==> config.mk <==
export PLATFORM = sky130hd
export DESIGN_NAME = cal_rtc
export DESIGN_NICKNAME = d
export VERILOG_FILES = /design/src/rtl/cal_rtc_pkg.sv /design/src/rtl/rtc_counters.sv /design/src/rtl/rtc_alarm.sv /design/src/rtl/rtc_regs.sv /design/src/rtl/cal_rtc.sv
export SDC_FILE = /design/constraint.sdc
export NUM_CORES = 1
export LEC_CHECK = 0
export ABC_CLOCK_PERIOD_IN_PS = 4450
export BUFFER_PORTS_ARGS = -buffer_cell sky130_fd_sc_hd__clkbuf_2
export CORE_MARGIN = 1
export CORE_UTILIZATION = 50
export DETAILED_ROUTE_END_ITERATION = 12
export PLACE_DENSITY = 0.69
export SETUP_SLACK_MARGIN = 0.4
export SLEW_MARGIN = 20
export SYNTH_ARGS = -nofsm -noshare
export SYNTH_HDL_FRONTEND = slang
export SYNTH_SLANG_ARGS = --single-unit
==> constraint.sdc <==
create_clock -name clk -period 4.45 [get_ports clk]
set_clock_uncertainty 0.15 [all_clocks]
set_input_delay 0.89 -clock clk [delete_from_list [all_inputs] [get_ports clk]]
set_output_delay 0.89 -clock clk [all_outputs]
set_load 0.02 [all_outputs]
==> src/rtl/cal_rtc_pkg.sv <==
package cal_rtc_pkg;
  localparam int ADDR_W  = 5;
  localparam int DATA_W  = 8;
  localparam int FIELD_W = 7;

  typedef logic [FIELD_W-1:0] fld_t;

  localparam fld_t SEC_TOP  = 7'd59;
  localparam fld_t MIN_TOP  = 7'd59;
  localparam fld_t HOUR_TOP = 7'd23;
  localparam fld_t WDAY_TOP = 7'd6;
  localparam fld_t MON_TOP  = 7'd12;
  localparam fld_t YEAR_TOP = 7'd99;
  localparam fld_t ONE      = 7'd1;

  localparam logic [ADDR_W-1:0] A_SEC   = 5'd0;
  localparam logic [ADDR_W-1:0] A_MIN   = 5'd1;
  localparam logic [ADDR_W-1:0] A_HOUR  = 5'd2;
  localparam logic [ADDR_W-1:0] A_DATE  = 5'd3;
  localparam logic [ADDR_W-1:0] A_WDAY  = 5'd4;
  localparam logic [ADDR_W-1:0] A_MON   = 5'd5;
  localparam logic [ADDR_W-1:0] A_YEAR  = 5'd6;
  localparam logic [ADDR_W-1:0] A_CTRL  = 5'd7;
  localparam logic [ADDR_W-1:0] A_ASEC  = 5'd8;
  localparam logic [ADDR_W-1:0] A_AMIN  = 5'd9;
  localparam logic [ADDR_W-1:0] A_AHOUR = 5'd10;
  localparam logic [ADDR_W-1:0] A_ADATE = 5'd11;
  localparam logic [ADDR_W-1:0] A_AMON  = 5'd12;
  localparam logic [ADDR_W-1:0] A_AYEAR = 5'd13;
  localparam logic [ADDR_W-1:0] A_STAT  = 5'd14;
  localparam logic [ADDR_W-1:0] A_SMON  = 5'd15;
  localparam logic [ADDR_W-1:0] A_SDAY  = 5'd16;
  localparam logic [ADDR_W-1:0] A_SHOUR = 5'd17;
  localparam logic [ADDR_W-1:0] A_EMON  = 5'd18;
  localparam logic [ADDR_W-1:0] A_EDAY  = 5'd19;
  localparam logic [ADDR_W-1:0] A_EHOUR = 5'd20;

  typedef struct packed {
    fld_t sec;
    fld_t min;
    fld_t hour;
    fld_t date;
    fld_t wday;
    fld_t month;
    fld_t year;
  } rtc_time_t;

  typedef struct packed {
    fld_t sec;
    fld_t min;
    fld_t hour;
    fld_t date;
    fld_t month;
    fld_t year;
  } rtc_alarm_t;

  typedef struct packed {
    fld_t mon_on;
    fld_t day_on;
    fld_t hour_on;
    fld_t mon_off;
    fld_t day_off;
    fld_t hour_off;
  } rtc_dst_t;

  typedef struct packed {
    logic dst_en;
    logic date_match;
    logic irq_en;
    logic bcd;
  } rtc_ctrl_t;

  function automatic logic [DATA_W-1:0] to_bcd(input fld_t v);
    int t;
    int u;
    t = int'(v) / 10;
    u = int'(v) % 10;
    return {t[3:0], u[3:0]};
  endfunction

  function automatic fld_t from_bcd(input logic [DATA_W-1:0] b);
    int s;
    s = int'(b[7:4]) * 10 + int'(b[3:0]);
    return s[FIELD_W-1:0];
  endfunction

  function automatic fld_t month_len(input fld_t m, input fld_t y);
    fld_t r;
    case (m)
      7'd2:                      r = (y[1:0] == 2'b00) ? 7'd29 : 7'd28;
      7'd4, 7'd6, 7'd9, 7'd11:   r = 7'd30;
      default:                   r = 7'd31;
    endcase
    return r;
  endfunction
endpackage

==> src/rtl/rtc_counters.sv <==
module rtc_counters
  import cal_rtc_pkg::*;
(
  input  logic       clk,
  input  logic       rst_n,
  input  logic       tick,
  input  logic       wr_en,
  input  logic [2:0] wr_sel,
  input  fld_t       wr_val,
  input  logic       dst_en,
  input  rtc_dst_t   dst,
  output rtc_time_t  cur
);
  rtc_time_t nxt;
  logic      guard, guard_n;
  logic      on_day, off_day;

  assign on_day  = (cur.month == dst.mon_on)  && (cur.date == dst.day_on);
  assign off_day = (cur.month == dst.mon_off) && (cur.date == dst.day_off);

  always_comb begin
    nxt     = cur;
    guard_n = guard;
    if (tick) begin
      if (cur.sec != SEC_TOP) begin
        nxt.sec = cur.sec + ONE;
      end else begin
        nxt.sec = '0;
        if (cur.min != MIN_TOP) begin
          nxt.min = cur.min + ONE;
        end else begin
          nxt.min = '0;
          if (cur.hour == HOUR_TOP) begin
            nxt.hour = '0;
            guard_n  = 1'b0;
            nxt.wday = (cur.wday == WDAY_TOP) ? '0 : cur.wday + ONE;
            if (cur.date != month_len(cur.month, cur.year)) begin
              nxt.date = cur.date + ONE;
            end else begin
              nxt.date = ONE;
              if (cur.month != MON_TOP) begin
                nxt.month = cur.month + ONE;
              end else begin
                nxt.month = ONE;
                nxt.year  = (cur.year == YEAR_TOP) ? '0 : cur.year + ONE;
              end
            end
          end else if (dst_en && !guard && off_day && (cur.hour == dst.hour_off)) begin
            guard_n = 1'b1;
          end else if (dst_en && on_day && ((cur.hour + ONE) == dst.hour_on)) begin
            nxt.hour = cur.hour + 7'd2;
          end else begin
            nxt.hour = cur.hour + ONE;
          end
        end
      end
    end else if (wr_en) begin
      case (wr_sel)
        3'd0:    nxt.sec   = wr_val;
        3'd1:    nxt.min   = wr_val;
        3'd2:    nxt.hour  = wr_val;
        3'd3:    nxt.date  = wr_val;
        3'd4:    nxt.wday  = wr_val;
        3'd5:    nxt.month = wr_val;
        default: nxt.year  = wr_val;
      endcase
    end
  end

  always_ff @(posedge clk or negedge rst_n) begin
    if (!rst_n) begin
      cur   <= '{sec: '0, min: '0, hour: '0, date: ONE, wday: '0, month: ONE, year: '0};
      guard <= 1'b0;
    end else begin
      cur   <= nxt;
      guard <= guard_n;
    end
  end
endmodule

==> src/rtl/rtc_alarm.sv <==
module rtc_alarm
  import cal_rtc_pkg::*;
(
  input  logic       clk,
  input  logic       rst_n,
  input  rtc_time_t  cur,
  input  rtc_alarm_t alm,
  input  logic       date_match,
  input  logic       clr,
  output logic       flag
);
  logic hit_time, hit_date, hit, hit_q;

  assign hit_time = (cur.sec == alm.sec) && (cur.min == alm.min) && (cur.hour == alm.hour);
  assign hit_date = (cur.date == alm.date) && (cur.month == alm.month) && (cur.year == alm.year);
  assign hit      = hit_time && (!date_match || hit_date);

  always_ff @(posedge clk or negedge rst_n) begin
    if (!rst_n) begin
      hit_q <= 1'b1;
      flag  <= 1'b0;
    end else begin
      hit_q <= hit;
      flag  <= (flag && !clr) || (hit && !hit_q);
    end
  end
endmodule

==> src/rtl/rtc_regs.sv <==
module rtc_regs
  import cal_rtc_pkg::*;
(
  input  logic              clk,
  input  logic              rst_n,
  input  logic              tick,
  input  logic              bus_valid,
  output logic              bus_ready,
  input  logic              bus_write,
  input  logic [ADDR_W-1:0] bus_addr,
  input  logic [DATA_W-1:0] bus_wdata,
  output logic              rd_valid,
  output logic [DATA_W-1:0] rd_data,
  input  rtc_time_t         cur,
  input  logic              flag,
  output logic              time_wr,
  output logic [2:0]        time_sel,
  output fld_t              time_val,
  output rtc_ctrl_t         ctrl,
  output rtc_alarm_t        alm,
  output rtc_dst_t          dst,
  output logic              flag_clr
);
  logic              accept, do_wr;
  fld_t              wval, raw;
  logic              is_field;
  logic [DATA_W-1:0] fmt;

  assign bus_ready = !tick;
  assign accept    = bus_valid && bus_ready;
  assign do_wr     = accept && bus_write;
  assign wval      = ctrl.bcd ? from_bcd(bus_wdata) : bus_wdata[FIELD_W-1:0];

  assign time_wr   = do_wr && (bus_addr <= A_YEAR);
  assign time_sel  = bus_addr[2:0];
  assign time_val  = wval;
  assign flag_clr  = do_wr && (bus_addr == A_STAT) && bus_wdata[0];

  always_ff @(posedge clk or negedge rst_n) begin
    if (!rst_n) begin
      ctrl <= '0;
      alm  <= '{sec: '0, min: '0, hour: '0, date: ONE, month: ONE, year: '0};
      dst  <= '0;
    end else if (do_wr) begin
      case (bus_addr)
        A_CTRL:  ctrl         <= bus_wdata[3:0];
        A_ASEC:  alm.sec      <= wval;
        A_AMIN:  alm.min      <= wval;
        A_AHOUR: alm.hour     <= wval;
        A_ADATE: alm.date     <= wval;
        A_AMON:  alm.month    <= wval;
        A_AYEAR: alm.year     <= wval;
        A_SMON:  dst.mon_on   <= wval;
        A_SDAY:  dst.day_on   <= wval;
        A_SHOUR: dst.hour_on  <= wval;
        A_EMON:  dst.mon_off  <= wval;
        A_EDAY:  dst.day_off  <= wval;
        A_EHOUR: dst.hour_off <= wval;
        default: ;
      endcase
    end
  end

  always_comb begin
    is_field = 1'b1;
    case (bus_addr)
      A_SEC:   raw = cur.sec;
      A_MIN:   raw = cur.min;
      A_HOUR:  raw = cur.hour;
      A_DATE:  raw = cur.date;
      A_WDAY:  raw = cur.wday;
      A_MON:   raw = cur.month;
      A_YEAR:  raw = cur.year;
      A_CTRL:  begin raw = {3'b000, ctrl}; is_field = 1'b0; end
      A_ASEC:  raw = alm.sec;
      A_AMIN:  raw = alm.min;
      A_AHOUR: raw = alm.hour;
      A_ADATE: raw = alm.date;
      A_AMON:  raw = alm.month;
      A_AYEAR: raw = alm.year;
      A_STAT:  begin raw = {6'b000000, flag}; is_field = 1'b0; end
      A_SMON:  raw = dst.mon_on;
      A_SDAY:  raw = dst.day_on;
      A_SHOUR: raw = dst.hour_on;
      A_EMON:  raw = dst.mon_off;
      A_EDAY:  raw = dst.day_off;
      A_EHOUR: raw = dst.hour_off;
      default: begin raw = '0; is_field = 1'b0; end
    endcase
    fmt = (ctrl.bcd && is_field) ? to_bcd(raw) : {1'b0, raw};
  end

  always_ff @(posedge clk or negedge rst_n) begin
    if (!rst_n) begin
      rd_valid <= 1'b0;
      rd_data  <= '0;
    end else begin
      rd_valid <= accept && !bus_write;
      if (accept && !bus_write) rd_data <= fmt;
    end
  end
endmodule

==> src/rtl/cal_rtc.sv <==
module cal_rtc
  import cal_rtc_pkg::*;
(
  input  logic              clk,
  input  logic              rst_n,
  input  logic              tick_1hz,
  input  logic              bus_valid,
  output logic              bus_ready,
  input  logic              bus_write,
  input  logic [ADDR_W-1:0] bus_addr,
  input  logic [DATA_W-1:0] bus_wdata,
  output logic              rd_valid,
  output logic [DATA_W-1:0] rd_data,
  output logic              alarm_irq,
  output logic              alarm_wake
);
  rtc_time_t  cur_time;
  rtc_ctrl_t  ctrl;
  rtc_alarm_t alm;
  rtc_dst_t   dst;
  logic       time_wr, flag_clr, flag;
  logic [2:0] time_sel;
  fld_t       time_val;

  rtc_regs u_regs (
    .clk(clk), .rst_n(rst_n), .tick(tick_1hz),
    .bus_valid(bus_valid), .bus_ready(bus_ready), .bus_write(bus_write),
    .bus_addr(bus_addr), .bus_wdata(bus_wdata),
    .rd_valid(rd_valid), .rd_data(rd_data),
    .cur(cur_time), .flag(flag),
    .time_wr(time_wr), .time_sel(time_sel), .time_val(time_val),
    .ctrl(ctrl), .alm(alm), .dst(dst), .flag_clr(flag_clr)
  );

  rtc_counters u_cnt (
    .clk(clk), .rst_n(rst_n), .tick(tick_1hz),
    .wr_en(time_wr), .wr_sel(time_sel), .wr_val(time_val),
    .dst_en(ctrl.dst_en), .dst(dst), .cur(cur_time)
  );

  rtc_alarm u_alm (
    .clk(clk), .rst_n(rst_n), .cur(cur_time), .alm(alm),
    .date_match(ctrl.date_match), .clr(flag_clr), .flag(flag)
  );

  assign alarm_irq  = flag && ctrl.irq_en;
  assign alarm_wake = flag;
endmodule

# Yosys cells after proc, flatten, opt, wreduce, memory -nomap -nowiden
# Cells that the tools add are included.
[word_totals] ff_bits=149 inputBits=18 output_inout_bits=12 wordCells=199
[classes] addsub=9 mul=1 n_div=2 order_cmp=1 n_eq_ne=56 muxes=35 bitwise=2 reduce_logical=65
[op_table] operator="2-to-1 mux 7 bit" n=22
[op_table] operator="one-hot mux 7 bit (21 select lines)" n=1
[op_table] operator="2-to-1 mux 49 bit" n=2
[op_table] operator="== test 7 bit" n=12
[op_table] operator="adder 7 x 1 -> 7 bit, second input constant" n=7
[op_table] operator="2-to-1 mux 42 bit" n=1
[op_table] operator="== test 5 x 4 -> 1 bit, second input constant" n=8
[op_table] operator="2-to-1 mux 35 bit" n=1
[op_table] operator="divider 8 x 5 -> 32 bit, second input constant" n=1
[op_table] operator="remainder unit 8 x 5 -> 32 bit, second input constant" n=1
[op_table] operator="2-to-1 mux 28 bit" n=1
[op_table] operator="AND reduction 2 bit" n=14
[op_table] operator="== test 5 bit, second input constant" n=5
[op_table] operator="logical AND 1 bit" n=22
[op_table] operator="== test 7 x 3 -> 1 bit, second input constant" n=3
[op_table] operator="== test 5 x 3 -> 1 bit, second input constant" n=4
[op_table] operator="OR reduction 19 bit" n=1
[op_table] operator="nonzero test 2 bit" n=8
[op_table] operator="AND reduction 5 bit" n=3
[op_table] operator="== test 7 x 4 -> 1 bit, second input constant" n=2
[op_table] operator="2-to-1 mux 14 bit" n=1
[op_table] operator="inequality test 7 x 6 -> 1 bit, second input constant" n=2
[op_table] operator="one-hot mux 7 bit (2 select lines)" n=1
[op_table] operator="== test 5 x 2 -> 1 bit, second input constant" n=2
[op_table] operator="other kinds (30)" n=46

# Logic depth before layout (Yosys ltp)
[depth] depth_word=13 depth_mapped=21 ltp_nobuf=18

# Cells and area by module
# Synthesis repeated with hierarchy kept, for this count alone.
[hier_totals] cells_unflattened=1229 area_unflattened_um2=10613.9
[by_module_without_submodules] module="rtc_regs" n_inst=1 cells_each=670 area_per_inst_um2=5928.2 seq_area_each_um2=2429.8
[by_module_without_submodules] module="rtc_counters" n_inst=1 cells_each=497 area_per_inst_um2=4144.0 seq_area_each_um2=1253.7
[by_module_without_submodules] module="rtc_alarm" n_inst=1 cells_each=61 area_per_inst_um2=535.5 seq_area_each_um2=51.3
[by_module_without_submodules] module="cal_rtc" n_inst=1 cells_each=1 area_per_inst_um2=6.3 seq_area_each_um2=0.0

# Worst setup path before layout
# Ideal clock, no wire load.
[synth_timing] path_kind="in2reg" startpoint="input port bus_addr[2]" endpoint="register u_regs.rd_data[3]" setup_ps=126 t_arrival_ps=4467 t_required_ps=4174 setup_slack_ps=-293 cell_stages=19 n_path_buf=1 path_cell_list="buf_4 > nand3b_2 > nor3_2 > a221o_1 > nor4_4 > and2_4 > inv_2 > ha_1 > nand2b_1 > nor3_1 > o32ai_2 > a2111oi_4 > a211o_1 > nand2_1 > a21boi_0 > ha_1 > o21bai_1 > a211oi_1 > o21ai_1"
[synth_via] elab_chain_cells=5 word_cells_on_any_way=27 cone_classes="div: 1; eq/ne: 20; mux: 3; reduce/logical: 3"
[synth_rtl] element="start: declaration" line_no="cal_rtc.sv:10" source="input logic [ADDR_W-1:0] bus_addr,"
[synth_rtl] element="branches (longest 4 deep; another with remainder unit 8 x 5 -> 32 bit)"
[synth_rtl] element="2-to-1 mux 8 bit *" line_no="rtc_regs.sv:90" source="fmt = (ctrl.bcd && is_field) ? to_bcd(raw) : {1'b0, raw};"
[synth_rtl] element="end signal: assignment" line_no="rtc_regs.sv:99" source="if (accept && !bus_write) rd_data <= fmt;"
[synth_rtl] element="end: declaration" line_no="rtc_regs.sv:13" source="output logic [DATA_W-1:0] rd_data,"
# Every way passes the cells marked *.
# A chain may end at the register's enable or synchronous reset.

# Worst setup path in the final report
[layout_timing] startpoint="input port bus_addr[3]" endpoint="register u_regs.rd_data[3]"
# Same word-level chain as after synthesis.

==> metrics.md <==
| Metric | Value |
|---|---|
| Int Power | `0.00279 W` |
| Peak VDD IR | `0.250 mV` |
| Gate power share | `24.3%` |
| Port Buffers | `29` |
| Post-layout power | `0.00423 W` |
| Total net switching power | `~0.0014 W` |
| R2r endpoint | `u_regs.rd_data[3]$_DFFE_PN0P_` |
| Clock transition at path regs | `0.07 ns` |
| R2R Path Start | `u_cnt.cur[48]$_DFFE_PN0P_` |
| Number of synthesized flops with an enable pin | `0` |
| CTS tree | `done` |
| Layout area overhead | `19.5%` |
| Finished Layout Cells | `1595` |
| CTS buffer count | `17` |
| Post-DR wirelength/cell | `24.6 um` |
| CP Capture Type | `flop` |
| Pin count of the biggest net entering global routing | `82` |
| Fin nets | `1353` |
| Drt pass-1 iters | `6` |
| Reg2Reg Depth | `17` |
| Vias/cell | `6.34` |
| FP Rows | `between 50 and 60` |
| Crit path DAT | `4.33 ns` |
| Hold Crit Class | `flop to flop` |
| Die Y | `146 um` |
| Switch share | `34.0%` |
| Worst Path Max Fanout | `8` |
| # IOs | `30` |
| Max-cap violations | `0` |
| Synth Cell Area | `between 0.01 and 0.015 mm2` |
| Syn_nets | `1266` |
| Seq/Total Area, Yosys | `about 36%` |
| CP most frequent cell | `buf_4` |
| CTS Buffer Depth | `2` |
| Leakage | `approximately 5.4 nW` |
| Initial antenna violation count | `2` |
| Worst slew margin | `32.6%` |
| Final slew viol count | `0` |
| Clk Latency, worst-skew pair | `0.44 ns` |
| Critical path class | `input pin to flop` |
| First-pass GRT wire length | `~59000 um` |
| Cell variety after synth | `82` |
| Status | `finished clean` |
| Tot GR Track Use | `between 30% and 40%` |
| Fin crit share | `93.4%` |
| FILL cells | `1750` |
| Fmax | `241 MHz` |
| Max incr delay on CP | `0.38 ns` |
| Dominant synthesized flop cell | `dfrtp_1` |
| GP Congestion | `1.03` |
| DRC Markers | `0` |
| Slew at the pin with the worst max-slew slack | `1.01 ns` |
| DIE WIDTH | `146 um` |
| Initial Util | `51.1%` |
| Power Dens Cells | `approximately 340 mW/mm2` |
| Vias post-DR | `~10k` |
| CP Launch Type | `input pin` |
| Worst path cell trace | `buf_4 -> buf_12 -> nor3b_2 -> and3_1 -> a221o_1 -> nor4_4 -> and2_4 -> inv_4 -> ha_4 -> nand2b_4 -> a21oi_2 -> o32ai_2 -> or3_4 -> a211o_1 -> buf_4 -> a21o_1 -> and2_1 -> a211oi_2 -> o21ai_1` |
| Synthesis warning total | `0` |
| WHS Endpoint | `u_regs.rd_data[4]$_DFFE_PN0P_` |
| Reg-to-reg slack, setup | `0.43 ns` |
| Sequential share of power | `40.8%` |
| #FFs+latches synth | `149` |
| Vias in the first global route | `9559` |
| CTS Hold Buffers Added | `0` |
| DP Cell Count | `1551` |
| Initial drt markers | `1053` |
| Worst endpoint required time | `between 4 and 5 ns` |
| Final setup viols | `0` |
| Hold Path Depth | `2` |
| Hold Fails Final Rpt | `0` |
| Setup crit start | `bus_addr[3]` |
| Clock group share of total power | `34.9%` |
| H-tree depth | `4` |
| Fin Setup TNS | `0 ns` |
| Share of cells above drive strength 1 | `21.5%` |
| Fin crit period | `4.15 ns` |
| Final HPWL DP | `around 29000 um` |
| Core Area | `0.0202 mm2` |
| Async set or reset register ratio after synthesis | `100%` |
| ANT nets after route | `0` |
| Gate count of the mapped netlist | `1224` |
| DRT Wirelength | `39200 um` |
| Clock tree sinks | `approximately 150` |
| Root Driver | `clkbuf_16` |
| Unrepaired setup endpoints after global routing | `yes` |
| Die Area | `0.0213 mm2` |
| GR Overflow Total | `0` |
| Worst path slowest cell | `or3_4` |
| Hold Startpoint | `u_regs.rd_data[4]$_DFFE_PN0P_` |
| Syn Area/Cell | `roughly 8.4 um2` |
-- critical path: cells and delay by family --
kind / cells / cell delay (ns)
AOI/OAI and AO/OA: 7 / 1.31
and+or+nand+nor: 7 / 1.43
buffers and inverters: 4 / 0.47
adders and majority gates: 1 / 0.23
-- per-layer routing --
layer,global-route usage (%),part of all wire [%],up-vias
met5,0,0.033,-
met4,19.2,5.3,2
met3,8.24,7.8,139
met2,58.6,46,472
met1,48.5,41,4935
li1,-,-,4557
-- layout make-up --
cell class	count	area, um2	share of cell area, %
inverters	30	115	0.931
clock buffers	20	447	3.61
well taps	270	338	2.73
clock inverters	12	145	1.17
repair buffers	164	1350	11.0
multi-input cells	949	6220	50.3
diodes	1	2.50	0.0202
flip-flops and latches	149	3730	30.2
-- state kept, by name, indices dropped and copies added, names as in the netlist --
register,flops
u_regs.alm,42
u_regs.dst,42
u_regs.rd_data,8
u_alm.hit_q,1
u_cnt.guard,1
u_alm.flag,1
u_cnt.cur,49
u_regs.ctrl,4
u_regs.rd_valid,1
-- synthesized netlist by cell type, drive strengths merged (6+ instances only) --
cell    instances  area (um2)
dfrtp         144        3600
mux2           27         308
mux2i          23         230
a22o           12         105
nor3b           9        67.6
xor2           37         324
buf            21         165
nor4           18         128
a31oi          14        87.6
nand2         172         646
ha             22         275
or2             6        37.5
a21oi          46         230
clkbuf         75         282
nand3          63         315
o32ai           7        68.8
and2            9        58.8
or4             6        45.0
inv            30         113
a21o            7        52.6
nor2           61         234
and3           22         143
nand4          25         163
xnor2          59         517
o211ai          7        52.6
o21ai         160         801
o22ai           6        37.5
nand3b          9        71.3
nor3           24         140
a22oi          10        75.1
nor2b          11        76.3
nand2b         10        62.6
-- what timing repair did --
item / 4_1_cts / 5_1_grt
pin swaps: 1 / 19
resized for setup: 4 / 40
buffers inserted: 0 / 8
cloned: 1 / 2
endpoints found under the setup margin: 3 / 4
hold endpoints to repair: 0 / 0
-- cell usage in the layout, fill, tap and decap left out, types with 6 or more instances in the layout --
master,instances
a31oi_1,12
a21o_1,7
mux2_2,25
o211ai_1,7
nand3b_1,8
mux2i_1,21
dfrtp_1,144
xnor2_1,59
nand4_1,24
o22ai_1,6
buf_12,6
nor3b_1,8
o21ai_1,8
inv_1,28
ha_1,19
and2_1,6
nand2_1,170
buf_4,120
nor2b_1,10
nor2_1,58
buf_6,8
a21oi_1,45
clkbuf_16,19
a22o_1,12
a22oi_1,8
nand3_1,61
nor3_1,18
nor4_1,17
clkbuf_2,23
or4_1,6
and3_1,21
nand2b_1,8
o21ai_0,152
xor2_1,37
-- how the worst max path moves through the flow --
stage / endpoint / slack [ns] / depth (start not counted)
2_1_floorplan: u_regs.rd_data[3]$_DFFE_PN0P_ / -0.005 / 19
3_3_place_gp: u_regs.rd_data[3]$_DFFE_PN0P_ / -0.11 / 18
3_5_place_dp: u_regs.rd_data[3]$_DFFE_PN0P_ / -0.20 / 19
4_1_cts: u_regs.rd_data[3]$_DFFE_PN0P_ / 0.34 / 19
5_1_grt: u_regs.rd_data[3]$_DFFE_PN0P_ / 0.17 / 21
6_report: u_regs.rd_data[3]$_DFFE_PN0P_ / 0.30 / 19
-- power groups by stage --
stage               sequential [W]  combinational [W]  clock (W)
finish                     0.00172            0.00103    0.00148
detailed placement         0.00174           0.000967          0
global placement           0.00174           0.000949          0
global route               0.00173            0.00111    0.00154
floorplan                  0.00161           0.000672          0
CTS                        0.00171           0.000980    0.00149
-- through the flow --
stage                     hold slack, ns  worst slack, ns  util, %  area, um2
after global routing               0.347            0.173     61.1      12400
after detailed placement           0.314           -0.196     56.6      11500
final                              0.318            0.295     61.1      12400
after floorplan                    0.264         -0.00519        -      10400
after global placement             0.299           -0.111     56.6      11500
after CTS                          0.327            0.338     59.8      12100
-- cell families after synthesis --
family | Yosys count | synth area share [%]
and+or+nand+nor | 462 | 22.7
muxes | 52 | 5.64
buffers and inverters | 126 | 5.41
xor gates and xnor gates | 96 | 8.13
adders and majority gates | 24 | 3.05
DFF | 149 | 36.1
AOI/OAI and AO/OA | 315 | 18.9
No activity file was read; power rests on OpenSTA's default activity.
